==> config.mk <==
export PLATFORM = sky130hd
export DESIGN_NAME = cap_chan_monitor
export DESIGN_NICKNAME = d
export VERILOG_FILES = /design/src/rtl/cap_mon_pkg.sv /design/src/rtl/cap_band_chk.sv /design/src/rtl/cap_hit_eval.sv /design/src/rtl/cap_retune_ctl.sv /design/src/rtl/cap_chan_monitor.sv
export SDC_FILE = /design/constraint.sdc
export NUM_CORES = 1
export LEC_CHECK = 0
export ABC_AREA = 1
export BUFFER_PORTS_ARGS = -buffer_cell sky130_fd_sc_hd__buf_2
export CORE_AREA = 10 10 270 272
export CTS_CLUSTER_DIAMETER = 80
export CTS_CLUSTER_SIZE = 40
export DETAILED_ROUTE_END_ITERATION = 12
export DIE_AREA = 0 0 280 282
export GPL_TIMING_DRIVEN = 1
export PLACE_DENSITY = 0.55
export SYNTH_ARGS = -nofsm -noshare
export SYNTH_HDL_FRONTEND = slang
export SYNTH_HIERARCHICAL = 1
export SYNTH_SLANG_ARGS = --single-unit
==> constraint.sdc <==
create_clock -name clk -period 17.4 [get_ports clk]
set_clock_uncertainty 0.05 [all_clocks]
set_input_delay 3.48 -clock clk [delete_from_list [all_inputs] [get_ports clk]]
set_output_delay 3.48 -clock clk [all_outputs]
set_load 0.03 [all_outputs]
==> src/rtl/cap_mon_pkg.sv <==
package cap_mon_pkg;
  // Offset applied to the baseline when a channel is reseeded.
  localparam int SEED_OFS = 8;
  // Target register resolution: one register step is 8 counts.
  localparam int TGT_SHIFT = 3;
  typedef enum logic {SENSE_SELF = 1'b0, SENSE_PROJ = 1'b1} sense_e;
endpackage

==> src/rtl/cap_band_chk.sv <==
module cap_band_chk #(
  parameter int CW = 16,
  parameter int RW = 8,
  parameter int TGT_MAX = 4096
) (
  input  logic [RW-1:0] tgt_reg,
  input  logic          wide,
  input  logic [CW-1:0] count,
  output logic          oob
);
  import cap_mon_pkg::*;
  localparam int EW = CW + 2;
  logic [EW-1:0] raw, tgt, band, lo, hi;

  always_comb begin
    raw  = EW'(tgt_reg) << TGT_SHIFT;
    tgt  = (raw > EW'(TGT_MAX)) ? EW'(TGT_MAX) : raw;
    band = wide ? (tgt >> 2) : (tgt >> 3);
    lo   = tgt - band;
    hi   = tgt + band;
    oob  = (EW'(count) < lo) || (EW'(count) > hi);
  end
endmodule

==> src/rtl/cap_hit_eval.sv <==
module cap_hit_eval #(
  parameter int CW = 16,
  parameter int RW = 8
) (
  input  logic [CW-1:0] base,
  input  logic [CW-1:0] count,
  input  logic          proj,
  input  logic          is_prox,
  input  logic          seed,
  input  logic [RW-1:0] prox_thr,
  input  logic [RW-1:0] touch_thr,
  output logic          hit,
  output logic [CW-1:0] base_next
);
  import cap_mon_pkg::*;
  localparam int PW = CW + RW;
  logic [CW-1:0] dev, seeded;
  logic [CW:0]   up;
  logic [PW-1:0] lhs, rhs;

  always_comb begin
    // deviation in the direction a finger moves the count
    if (proj == SENSE_PROJ) dev = (base > count) ? base - count : '0;
    else                    dev = (count > base) ? count - base : '0;
    // compare dev > thr scaled by 2^RW to keep the fraction exact
    lhs = {dev, {RW{1'b0}}};
    rhs = is_prox ? PW'({prox_thr, {RW{1'b0}}})
                  : PW'(touch_thr) * PW'(base);
    up  = {1'b0, count} + (CW+1)'(SEED_OFS);
    if (proj == SENSE_PROJ) seeded = up[CW] ? '1 : up[CW-1:0];
    else                    seeded = (count < CW'(SEED_OFS)) ? '0 : count - CW'(SEED_OFS);

    if (seed) begin
      hit       = 1'b0;
      base_next = seeded;
    end else begin
      hit = lhs > rhs;
      if (hit)                base_next = base;
      else if (base < count)  base_next = base + 1'b1;
      else if (base > count)  base_next = base - 1'b1;
      else                    base_next = base;
    end
  end
endmodule

==> src/rtl/cap_retune_ctl.sv <==
module cap_retune_ctl (
  input  logic clk,
  input  logic rst_n,
  input  logic redo_set,
  input  logic auto_trig,
  input  logic done,
  input  logic ok,
  output logic start,
  output logic req,
  output logic busy,
  output logic redo_pend,
  output logic err
);
  assign start = !busy && (redo_pend || auto_trig);

  always_ff @(posedge clk) begin
    if (!rst_n) begin
      req <= 1'b0; busy <= 1'b0; redo_pend <= 1'b0; err <= 1'b0;
    end else begin
      req <= start;
      redo_pend <= start ? 1'b0 : (redo_pend | redo_set);
      if (start) busy <= 1'b1;
      else if (busy && done) begin
        busy <= 1'b0;
        err  <= !ok;
      end
    end
  end

  p_req_pulse_r2: assert property (@(posedge clk) disable iff (!rst_n)
    req |=> !req);
  p_req_busy_r5: assert property (@(posedge clk) disable iff (!rst_n)
    req |-> busy);
  p_redo_clear_r3: assert property (@(posedge clk) disable iff (!rst_n)
    req |-> !redo_pend);
  p_err_on_done_r5: assert property (@(posedge clk) disable iff (!rst_n)
    $rose(err) |-> ($past(busy) && !busy));
endmodule

==> src/rtl/cap_chan_monitor.sv <==
module cap_chan_monitor #(
  parameter int NUM_CH = 10,
  parameter int CW = 16,
  parameter int RW = 8,
  parameter int TGT_MAX = 4096,
  localparam int CHW = $clog2(NUM_CH)
) (
  input  logic              clk,
  input  logic              rst_n,
  input  logic              smp_valid,
  output logic              smp_ready,
  input  logic [CHW-1:0]    smp_chan,
  input  logic [CW-1:0]     smp_count,
  input  logic              proj_mode,
  input  logic              band_wide,
  input  logic              reseed_req,
  input  logic              redo_req,
  input  logic [RW-1:0]     prox_tgt,
  input  logic [RW-1:0]     touch_tgt,
  input  logic [RW-1:0]     prox_thr,
  input  logic [RW-1:0]     touch_thr,
  output logic              retune_req,
  input  logic              retune_done,
  input  logic              retune_ok,
  output logic              retune_busy,
  output logic              tune_err,
  output logic              redo_pending,
  output logic [NUM_CH-1:0] hit_map,
  output logic              prox_flag,
  output logic              out_valid,
  output logic [CHW-1:0]    out_chan,
  output logic [CW-1:0]     out_base
);
  logic [CW-1:0]     base_q [NUM_CH];
  logic [NUM_CH-1:0] seed_q, hit_q;
  logic              accept, is_prox, oob, hit_n, start;
  logic [RW-1:0]     tgt_sel;
  logic [CW-1:0]     base_cur, base_n;

  assign accept   = smp_valid && smp_ready;
  assign is_prox  = (smp_chan == '0);
  assign tgt_sel  = is_prox ? prox_tgt : touch_tgt;
  assign base_cur = base_q[smp_chan];

  cap_band_chk #(.CW(CW), .RW(RW), .TGT_MAX(TGT_MAX)) u_band (
    .tgt_reg(tgt_sel), .wide(band_wide), .count(smp_count), .oob(oob));

  cap_hit_eval #(.CW(CW), .RW(RW)) u_eval (
    .base(base_cur), .count(smp_count), .proj(proj_mode), .is_prox(is_prox),
    .seed(seed_q[smp_chan]), .prox_thr(prox_thr), .touch_thr(touch_thr),
    .hit(hit_n), .base_next(base_n));

  cap_retune_ctl u_ctl (
    .clk(clk), .rst_n(rst_n), .redo_set(redo_req), .auto_trig(accept && oob),
    .done(retune_done), .ok(retune_ok), .start(start), .req(retune_req),
    .busy(retune_busy), .redo_pend(redo_pending), .err(tune_err));

  assign smp_ready = !retune_busy && !redo_pending;
  assign hit_map   = hit_q;
  // channel 0 proximity or any touch bit raises proximity
  assign prox_flag = |hit_q;

  always_ff @(posedge clk) begin
    if (!rst_n) begin
      for (int i = 0; i < NUM_CH; i++) base_q[i] <= '0;
      seed_q <= '1; hit_q <= '0;
      out_valid <= 1'b0; out_chan <= '0; out_base <= '0;
    end else begin
      out_valid <= accept;
      if (accept) begin
        out_chan <= smp_chan;
        if (oob) out_base <= base_cur;
        else begin
          base_q[smp_chan] <= base_n;
          hit_q[smp_chan]  <= hit_n;
          seed_q[smp_chan] <= 1'b0;
          out_base         <= base_n;
        end
      end
      if (reseed_req) begin seed_q <= '1; hit_q <= '0; end
      if (start)      begin seed_q <= '1; hit_q <= '0; end
    end
  end

  p_clear_on_start_r4: assert property (@(posedge clk) disable iff (!rst_n)
    $rose(retune_busy) |-> (hit_map == '0));
  p_outv_r10: assert property (@(posedge clk) disable iff (!rst_n)
    out_valid |-> $past(smp_valid && smp_ready));
  p_stall_r5: assert property (@(posedge clk) disable iff (!rst_n)
    retune_busy |=> (!out_valid || $past(!retune_busy)));
endmodule

* Word level (Yosys, flattened, before mapping)
Memory sizes are Yosys's and may differ from the RTL's.
Cells that the tools add are included.
W data, S select, Z words.
** Word-level totals
- Register bits :: 45
- Bits in latches :: 0
- Bits in writable memories :: 160
- ROM bits :: 0
- Input port bits :: 61
- Output and inout port bits :: 37
- Logic and storage cells :: 85
- Memories kept :: 1
** Operators by class
- Add/sub/neg operators :: 8
- Multipliers :: 1
- Divide/modulo/power cells :: 0
- Magnitude comparators :: 10
- Equal/unequal tests :: 0
- Shift-type cells :: 0
- Mux-type cells :: 31
- Bitwise logic cells :: 6
- Reductions and logical operators :: 19
** Memories
- base_q :: words 10, bits a word 16, read ports 1, clocked after memory_dff 0, wr ports 10, line cap_chan_monitor.sv:34 : logic [CW-1:0] base_q [NUM_CH];
** Operators with widths (number)
- $mux W16 :: 13
- $gt A16 B16 Y1 :: 2
- $sub A16 B16 Y16 :: 2
- $gt A24 B24 Y1 :: 1
- $mul A8 B16 Y24 :: 1
- $mux W24 :: 1
- $add A18 B18 Y18 :: 1
- $gt A16 B18 Y1 :: 1
- $lt A16 B18 Y1 :: 1
- $sub A18 B18 Y18 :: 1
- $add A16 B4 Y17 const B :: 1
- $add A16 B1 Y16 const B :: 1
- $lt A16 B16 Y1 :: 1
- $lt A16 B4 Y1 const B :: 1
- $reduce_or A16 Y1 :: 1
- $sub A16 B1 Y16 const B :: 1
- $sub A16 B4 Y16 const B :: 1
- $gt A11 B13 Y1 const B :: 1
- $mux W13 :: 1
- $mux W1 :: 11
- $and A10 B10 Y10 :: 1
- $bwmux W10 :: 1
- $not A10 Y10 :: 1
- $reduce_or A10 Y1 :: 1
- other kinds (16) :: 27

* Logic depth before layout (Yosys ltp)
Gate-level depths: netlist of run 1.
- Depth after elaboration :: 14
- Depth in mapped cells :: 48

* Modules after synthesis
The synthesis of run 1 kept the hierarchy.
** Modules (own cells, without submodules)
- cap_chan_monitor :: instances 1, cells each 1494, area an instance 13366.6 µm²
- cap_hit_eval :: instances 1, cells each 1381, area an instance 8454.4 µm²
- cap_band_chk :: instances 1, cells each 243, area an instance 1493.9 µm²
- cap_retune_ctl :: instances 1, cells each 18, area an instance 141.4 µm²

* Worst setup path after synthesis of run 1
Ideal clock, no wire load.
- Path kind :: in2reg
- From :: in smp_chan[0]
- To :: mem base_q[10][7], data pin
- Setup time :: 285 ps
- Arrival :: 9917 ps
- Data required time :: 17065 ps
- Slack :: 7149 ps
- Stages :: 42
- Path through :: inv_1 > buf_2 > buf_2 > nand2_1 > nand2_1 > nand2_1 > nand2_1 > nand2_1 > nand4_1 > clkbuf_1 > clkbuf_1 > nand2_1 > inv_1 > fa_1 > fa_1 > fa_1 > inv_1 > fa_1 > [... 6 more ...] > a211oi_1 > nand2_1 > a21oi_1 > o21ai_0 > ha_1 > nand4_1 > nor3_1 > nand2_1 > nand2_1 > inv_1 > buf_2 > nor2_1 > nand2_1 > nand3_1 > nand2_1 > inv_1 > clkbuf_1 > nor2_1
** RTL lines
- start, declared :: line cap_chan_monitor.sv:12 : input logic [CHW-1:0] smp_chan,
- end, declared :: line cap_chan_monitor.sv:34

==> results.json, run 1 <==
{
  "max_cap_viol_count": 0,
  "synth_edf_count": 256,
  "clk_pin_slew_ns": 0.12,
  "die_h_um": 282,
  "min_to": "seed_q[9]",
  "async_flop_share_pct": 0,
  "tightestPinTransition_ns": 1.13,
  "grt_max_degree": 70,
  "wl_per_cell_um": 18.1,
  "ys_ff_latch": 301,
  "vias": 20200,
  "synthDistinctLibCells": 58,
  "synthAdderAreaFrac_pct": 14.8,
  "grt_overflow": 0,
  "report.final.slew_viol_count": 0,
  "cts_setup_buffers": 0,
  "via_per_inst": 5.01,
  "hpwl_um": 52300,
  "slowest_delay_ns": 0.76,
  "gp_congestion": 0.912,
  "cts_root_buffer": "clkbuf_16",
  "slew_headroom_pct": 24.7,
  "htreeDepth": 1,
  "crit_arrival_ns": 12.97,
  "fin_tns_setup_ns": 0,
  "synth_top_family_by_area": "simple AND/OR/NAND/NOR gates",
  "clk_latency_ns": 0.52,
  "stdcell_count": 4024,
  "ant_nets": 0,
  "critPathLaunchType": "primary input",
  "worstPathRequired_ns": 17.54,
  "numClockSinks": 301,
  "cts_buffers": 15,
  "holdWs_ns": 0.408,
  "initial_utilization_pct": 34.6,
  "r2r_cells": 36,
  "synthXorXnorAreaFrac_pct": 2.20,
  "slowest_stage": "nand4_1",
  "core_um2": 67700,
  "wirelength_um": 72700,
  "syn_nets": 3422,
  "crit_path_max_fanout": 63,
  "rows": 96,
  "synth_compound_area_share_pct": 8.01,
  "port_buffers": 97,
  "holdBufCountCts": 0,
  "whs_path_depth": 2,
  "layout_min_cycle_time_ns": 12.83,
  "finalHoldViolations": 0,
  "firstDrtPassIters": 6,
  "setup_viol": 0,
  "r2r-end": "base_q[15][2]",
  "drtIter0Drc": 1694,
  "cts_tree": "done",
  "cp_top_family": "simple AND/OR/NAND/NOR gates",
  "grt_pass1_wl_um": 113000,
  "ys_warn_count": 6,
  "fin_util_pct": 37.0,
  "clk_path_buf_depth": 3,
  "r2r-start": "base_q[9][6]",
  "io_pins": 98,
  "cellPowerDensity_nw_per_um2": 77.6,
  "antenna_found_initial": 0,
  "min_from": "seed_q[9]",
  "p_leak_nw": 12.7,
  "syn_area_um2": 23500,
  "track_usage_pct": 18.0,
  "netlist_instances": 3136,
  "crit_path_end_kind": "flop",
  "crit_buf_inv": 9,
  "synthSimpleGateAreaFrac_pct": 28.8,
  "grt_pass1_vias": 19400,
  "critical_path.most_common_cell": "nand2_1",
  "min_path_type": "flop to flop",
  "place_inst": 3997,
  "outcome": "finished clean",
  "die_area_um2": 79000,
  "cts_resized": 0,
  "drc": 0,
  "fin_crit_sh_pct": 73.7,
  "synthMuxAreaShare_pct": 0.0427,
  "synth_ff_type": "edfxtp_1",
  "rsz0062_at_grt": "no",
  "ys_seq_area_share_pct": 36.6,
  "vdd_drop_max_uv": 52.6,
  "reg2reg_slack_ns": 8.59,
  "syn_avg_cell_area_um2": 7.48,
  "chipWidth_um": 280,
  "timing.fmax_mhz": 78.0,
  "crit_type": "primary input to flop",
  "drive_gt1_share_pct": 7.64,
  "fin_nets": 3418,
  "area_growth_pct": 6.92
}
## cell families (layout without fill, tap and decap cells)
group           Yosys count  after routing
compound gates          333            333
xor+xnor                 59             59
fa+ha+maj               225            225
buf+inv                 555            559
flops                   301            301
mux                       1              1
other cells               0              2
simple gates           1662           1662
## sequential cells by signal, indices dropped and copies added (netlist names)
signal,count
seed_q,10
u_ctl/redo_pend,1
out_valid,1
u_ctl/busy,1
u_ctl/req,1
out_chan,4
hit_map,10
out_base,16
u_ctl/err,1
base_q,256
## power by group
part | leakage, nW | switching (W) | internal [W]
Clock | 0.237 | 0.000255 | 0.000175
Sequential | 3.12 | 0.00000777 | 0.000793
Combinational | 9.39 | 0.000497 | 0.000220
## layout by cell type, fill, tap and decap left out, drive strengths merged, types with 2 or more instances in the layout
cell type,n
nand2,1188
xnor2,12
fa,87
o21ai,161
o22ai,16
clkbuf,16
o211ai,3
a21o,9
o21a,4
ha,138
diode,2
xor2,47
nand4,31
edfxtp,256
a21boi,3
nor3,47
a21oi,116
nand3,90
a211oi,4
clkinv,5
inv,413
a31oi,6
nand3b,4
o21bai,5
nor2,286
dfxtp,45
or2,9
buf,124
nor4,5
## layout make-up
type | count | area [µm²]
Inverter | 410 | 1540
Timing Repair Buffer | 124 | 691
Sequential cell | 301 | 8590
Fill cell | 7224 | 42700
Tap cell | 882 | 1100
Clock buffer | 16 | 379
Multi-Input combinational cell | 2280 | 12700
Clock inverter | 9 | 110
Antenna cell | 2 | 5.00
## metal layers
| layer | wire (µm) | GRT usage (%) | vias up | share of wire (%) |
|---|---|---|---|---|
| met5 | 0 | 0 | - | 0 |
| met4 | 1230 | 3.22 | 0 | 1.7 |
| met3 | 4200 | 1.74 | 75 | 5.8 |
| met2 | 33700 | 30.0 | 607 | 46 |
| met1 | 33600 | 25.3 | 9619 | 46 |
| li1 | - | - | 9875 | - |
## synthesized netlist by cell type (2+ instances only)
cell type	instances	area share (%)
o21ai_2	3	0.11
nand2_4	5	0.24
a211oi_1	4	0.13
o21ai_1	17	0.36
o22ai_1	8	0.21
nand3_2	2	0.085
a21boi_0	2	0.064
nand2_2	11	0.29
o21bai_1	5	0.16
inv_1	388	6.2
a21o_1	9	0.29
fa_1	87	7.4
buf_4	6	0.19
a31oi_1	6	0.16
clkinv_1	4	0.064
o211ai_1	3	0.096
clkbuf_2	2	0.043
dfxtp_1	45	3.8
buf_6	6	0.29
o21ai_0	141	3.0
a21oi_1	112	2.4
a21oi_2	2	0.075
nand2_1	1171	19
nor3_2	7	0.30
buf_1	11	0.18
xor2_1	47	1.8
edfxtp_1	256	33
or2_2	9	0.24
nor4_1	5	0.13
a21oi_4	2	0.14
clkbuf_1	59	0.94
inv_2	18	0.29
xnor2_1	12	0.45
ha_1	138	7.4
nand3b_1	4	0.13
nand3_1	88	1.9
nor2_2	6	0.16
o22ai_2	8	0.43
nor2_1	272	4.4
nor2_4	7	0.34
o21a_1	3	0.096
buf_2	61	1.3
nand4_1	31	0.83
nor3_1	39	0.83
## worst max path at each step
stage / slack (ns) / start / endpoint / cells past startpoint
2_1_floorplan: 7.15 / smp_chan[0] / base_q[10][7] / 42
3_3_place_gp: 4.15 / smp_chan[0] / base_q[10][5] / 39
3_5_place_dp: 4.09 / smp_chan[0] / base_q[15][2] / 39
4_1_cts: 4.60 / smp_chan[0] / base_q[15][2] / 39
5_1_grt: 3.77 / smp_chan[0] / base_q[14][2] / 40
6_report: 4.57 / smp_chan[0] / base_q[15][2] / 39
## tightest hold or removal path, cell delays in order, from the launching register on
cell and delay [ns]:
dfxtp_1 0.33, nand2_1 0.06, nand2_1 0.04
## stage by stage
| stage | worst slack [ns] | power [W] | cell area, µm² |
|---|---|---|---|
| 3_3_place_gp | 4.15 | 0.00153 | 24600 |
| 6_report | 4.57 | 0.00195 | 25100 |
| 2_1_floorplan | 7.15 | 0.00134 | 23500 |
| 3_5_place_dp | 4.09 | 0.00153 | 24600 |
| 4_1_cts | 4.60 | 0.00195 | 25100 |
| 5_1_grt | 3.77 | 0.00208 | 25100 |
No activity file was read; power rests on OpenSTA's default activity.
==> run 2: changes to the inputs <==
clock period = 12.6 ns   (was 17.4 ns; I/O delays follow)
==> run 2 against run 1 <==
  * Flip-flop and latch count is the same
  * Register-to-register slack got worse by 4.5 ns
  * Non-clock buffer count up 9
  * Clock power up 40%
  * Cell count is 0.15% higher
  * Hold slack improved by 0.013 ns
  * Total power rose by 39%
  * Routed wire length decreased by 0.38%
  * Utilization is 0.17 points higher
  * Critical path depth fell by 1
  * Setup slack got worse by 3.2 ns
  * Critical path type unchanged
  * Critical endpoint is now base_q[12][2]
  * Highest routed layer unchanged
==> results.json, run 2 (synthesized netlist as in run 1, its figures left out) <==
{
  "gp_congestion": 0.959,
  "p_leak_nw": 12.8,
  "vias": 20000,
  "cts_buffers": 14,
  "numClockSinks": 301,
  "max_cap_viol_count": 0,
  "layout_commonest_cell": "nand2_1",
  "drive_gt1_share_pct": 7.94,
  "track_usage_pct": 17.9,
  "crit_buf_inv": 10,
  "firstDrtPassIters": 6,
  "drtIter0Drc": 1693,
  "clk_pin_slew_ns": 0.13,
  "rsz0062_at_grt": "no",
  "layout_min_cycle_time_ns": 11.20,
  "rows": 96,
  "power_w": 0.00271,
  "initial_utilization_pct": 34.6,
  "cts_tree": "done",
  "grt_overflow": 0,
  "fin_nets": 3426,
  "report.final.slew_viol_count": 0,
  "reg.largest.list": "base_q: 256 flops, out_base: 16 flops",
  "setup_viol": 0,
  "slew_headroom_pct": 25.9,
  "crit_type": "primary input to flop",
  "slowest_stage": "nand4_1",
  "slowest_delay_ns": 0.71,
  "hpwl_um": 53300,
  "final_cell_mix": "1171 x nand2_1, 386 x inv_1, 267 x nor2_1",
  "core_um2": 67700,
  "grt_pass1_vias": 19100,
  "wirelength_um": 72500,
  "holdWs_ns": 0.421,
  "crit_arrival_ns": 11.37,
  "largest_reg_flops": 256,
  "cts_resized": 0,
  "crit_path_end_kind": "flop",
  "cts_setup_buffers": 0,
  "finalHoldViolations": 0,
  "htreeDepth": 1,
  "min_path_type": "flop to flop",
  "die_area_um2": 79000,
  "drc": 0,
  "fin_tns_setup_ns": 0,
  "fin_crit_sh_pct": 88.9,
  "antenna_found_initial": 1,
  "worstPathRequired_ns": 12.77,
  "vdd_drop_max_uv": 85.6,
  "clk_latency_ns": 0.54,
  "outcome": "finished clean",
  "die_h_um": 282,
  "cp_top_family": "adder cells",
  "critPathLaunchType": "primary input",
  "regMostFlops": "base_q",
  "wl_per_cell_um": 18.0,
  "fin_util_pct": 37.2,
  "area_growth_pct": 7.40,
  "fin_area_um2": 25200,
  "grt_pass1_wl_um": 111000,
  "cts_root_buffer": "clkbuf_16",
  "ant_nets": 0,
  "io_pins": 98,
  "postPlaceCellArea_um2": 24700,
  "timing.fmax_mhz": 89.3,
  "via_per_inst": 4.97,
  "chipWidth_um": 280,
  "critical_path.most_common_cell": "nand2_1",
  "clk_path_buf_depth": 3,
  "crit_path_max_fanout": 34,
  "holdBufCountCts": 0,
  "cellPowerDensity_nw_per_um2": 108,
  "port_buffers": 97,
  "tightestPinTransition_ns": 1.11,
  "grt_max_degree": 73,
  "antenna_cells": 0
}
[run 2: stage by stage]
step	std cells	setup WS (ns)
after floorplan	3136	3.31
after global placement	4006	0.820
after detailed placement	4006	0.895
after CTS	4030	1.46
after global routing	4030	0.745
final	4030	1.40
[run 2: worst reg2reg max path, delay by kind of cell, from the launching register on]
family	cells	cell delay, ns
and+or+nand+nor	19	2.76
AOI/OAI and AO/OA	5	1.08
DFF	1	0.39
adders and majority gates	6	2.80
buffers and inverters	7	1.14
[run 2: report_power, final]
group	internal, W	switching, W	total [W]
Clock	0.000243	0.000360	0.000603
Sequential	0.00110	0.0000113	0.00111
Combinational	0.000311	0.000693	0.00100
Total	0.00165	0.00106	0.00271
[run 2: path summary, 6_finish.rpt]
kind / end / slack (ns) / depth (start not counted) / from
max: base_q[12][2] / 1.40 / 38 / smp_chan[1]
min: seed_q[9] / 0.42 / 2 / seed_q[9]
max reg2reg: base_q[12][2] / 4.07 / 37 / base_q[15][3]
min reg2reg: seed_q[9] / 0.42 / 2 / seed_q[9]
[run 2: layout make-up]
class                      instances  area (µm²)
fill                            7149       42600
multi-input combinational       2280       12700
sequential                       301        8590
inverter                         410        1540
tap                              882        1100
timing repair buffer             133         783
clock buffer                      15         375
clock inverter                     9         139
[run 2: layer usage]
layer  track usage (%)  vias to the layer above  routed length, µm
li1                  -                     9895                  -
met1              25.0                     9420              33900
met2              28.8                      617              32400
met3              2.90                       89               4740
met4              3.67                        0               1400
met5                 0                        -                  0
==> run 3: changes to the inputs <==
CELL_PAD_IN_SITES_DETAIL_PLACEMENT = 0   (was unset)
CELL_PAD_IN_SITES_GLOBAL_PLACEMENT = 1   (was unset)
PLACE_DENSITY = 0.68   (was 0.55)
==> run 3 against run 2 <==
  * Sequential share of layout area is 0.065 points higher
  * First-iteration DRC count up 9.4%
  * Setup slack better by 0.48 ns
  * Total power fell by 0.97%
  * Via count up 2.7%
  * Largest power group unchanged
  * Highest routed layer unchanged
==> results.json, run 3 (synthesized netlist as in run 1, its figures left out) <==
{
  "htreeDepth": 1,
  "regMostFlops": "base_q",
  "fin_nets": 3430,
  "io_pins": 98,
  "tightestPinTransition_ns": 1.22,
  "whs_path_depth": 2,
  "die_area_um2": 79000,
  "track_usage_pct": 19.9,
  "drtIter0Drc": 1852,
  "holdBufCountCts": 0,
  "numClockSinks": 301,
  "clk_path_buf_depth": 3,
  "report.final.slew_viol_count": 0,
  "worstPathRequired_ns": 12.77,
  "cts_root_buffer": "clkbuf_16",
  "crit_type": "primary input to flop",
  "ant_nets": 0,
  "fin_crit_sh_pct": 85.1,
  "cts_setup_buffers": 0,
  "chipWidth_um": 280,
  "crit_path_end_kind": "flop",
  "layout_commonest_cell": "nand2_1",
  "rows": 96,
  "area_growth_pct": 7.20,
  "grt_overflow": 0,
  "min_path_type": "flop to flop",
  "layout_min_cycle_time_ns": 10.72,
  "hpwl_um": 59400,
  "cp.depth": 41,
  "fin_tns_setup_ns": 0,
  "slew_headroom_pct": 18.3,
  "finalHoldViolations": 0,
  "vias": 20600,
  "gp_congestion": 0.901,
  "core_um2": 67700,
  "max_cap_viol_count": 0,
  "cts_buffers": 13,
  "r2r_cells": 38,
  "final_cell_mix": "1171 x nand2_1, 386 x inv_1, 270 x nor2_1",
  "rsz0062_at_grt": "no",
  "p_leak_nw": 12.8,
  "critical_path.most_common_cell": "nand2_1",
  "via_per_inst": 5.10,
  "grt_pass1_vias": 19600,
  "grt_max_degree": 69,
  "die_h_um": 282,
  "wirelength_um": 81100,
  "crit_arrival_ns": 10.89,
  "wl_per_cell_um": 20.1,
  "pre_cts_ws_ns": 1.41,
  "outcome": "finished clean",
  "cp_top_family": "adder cells",
  "slowest_stage": "fa_1",
  "critPathLaunchType": "primary input",
  "largest_reg_flops": 256,
  "cts_resized": 0,
  "initial_utilization_pct": 34.6,
  "cellPowerDensity_nw_per_um2": 107,
  "antenna_cells": 0,
  "port_buffers": 97,
  "cts_tree": "done",
  "drive_gt1_share_pct": 7.87,
  "crit_path_max_fanout": 41,
  "crit_buf_inv": 10,
  "setup_viol": 0,
  "clk_pin_slew_ns": 0.13,
  "timing.fmax_mhz": 93.3,
  "grt_pass1_wl_um": 122000,
  "antenna_found_initial": 2,
  "vdd_drop_max_uv": 149,
  "firstDrtPassIters": 5,
  "fin_ws_ns": 1.88,
  "reg.largest.list": "base_q: 256 flops, out_base: 16 flops",
  "slowest_delay_ns": 0.56,
  "drc": 0,
  "clk_latency_ns": 0.53
}
run 3: power breakdown:
| group | switching, W | total [W] | internal (W) |
|---|---|---|---|
| Sequential | 0.0000111 | 0.00111 | 0.00110 |
| Combinational | 0.000714 | 0.00103 | 0.000311 |
| Clock | 0.000335 | 0.000555 | 0.000220 |
run 3: layout make-up:
cell class	instances	area, µm²
Multi-Input combinational cell	2280	12700
Fill cell	7136	42600
Clock inverter	5	80.1
Timing Repair Buffer	138	821
Tap cell	882	1100
Inverter	410	1540
Sequential cell	301	8590
Clock buffer	16	357
run 3: layer usage:
layer | vias up | part of all wire, % | global-route usage (%)
met5 | - | 0 | 0
met3 | 85 | 6.2 | 1.63
met1 | 9881 | 45 | 27.6
li1 | 9888 | - | -
met4 | 0 | 2.1 | 4.23
met2 | 701 | 47 | 33.4
run 3: path summary, 6_finish.rpt:
path                 startpoint       endpoint  slack (ns)
hold reg to reg       seed_q[9]      seed_q[9]        0.42
hold / removal        seed_q[9]      seed_q[9]        0.42
setup reg to reg  base_q[14][2]  base_q[11][5]        4.33
setup / recovery    smp_chan[0]  base_q[11][5]        1.88
run 3: worst register-to-register path: cells and delay by family, from the launching register on:
family | cells | cell delay [ns]
AND/OR/NAND/NOR | 19 | 2.26
AO/OA/AOI/OAI | 6 | 1.01
adder cells (fa/ha/maj) | 6 | 2.80
buffers and inverters | 7 | 1.44
flip-flops | 1 | 0.41
run 3: stage by stage:
step           util, %  hold slack (ns)  std cells  power, W  cell area [µm²]
6_report          37.1            0.417       4032   0.00269            25100
5_1_grt           37.1            0.447       4032   0.00286            25100
4_1_cts           37.1            0.410       4032   0.00269            25100
3_5_place_dp      36.5            0.385       4011   0.00215            24700
3_3_place_gp      36.5            0.380       4011   0.00214            24700
2_1_floorplan        -            0.369       3136   0.00185            23500
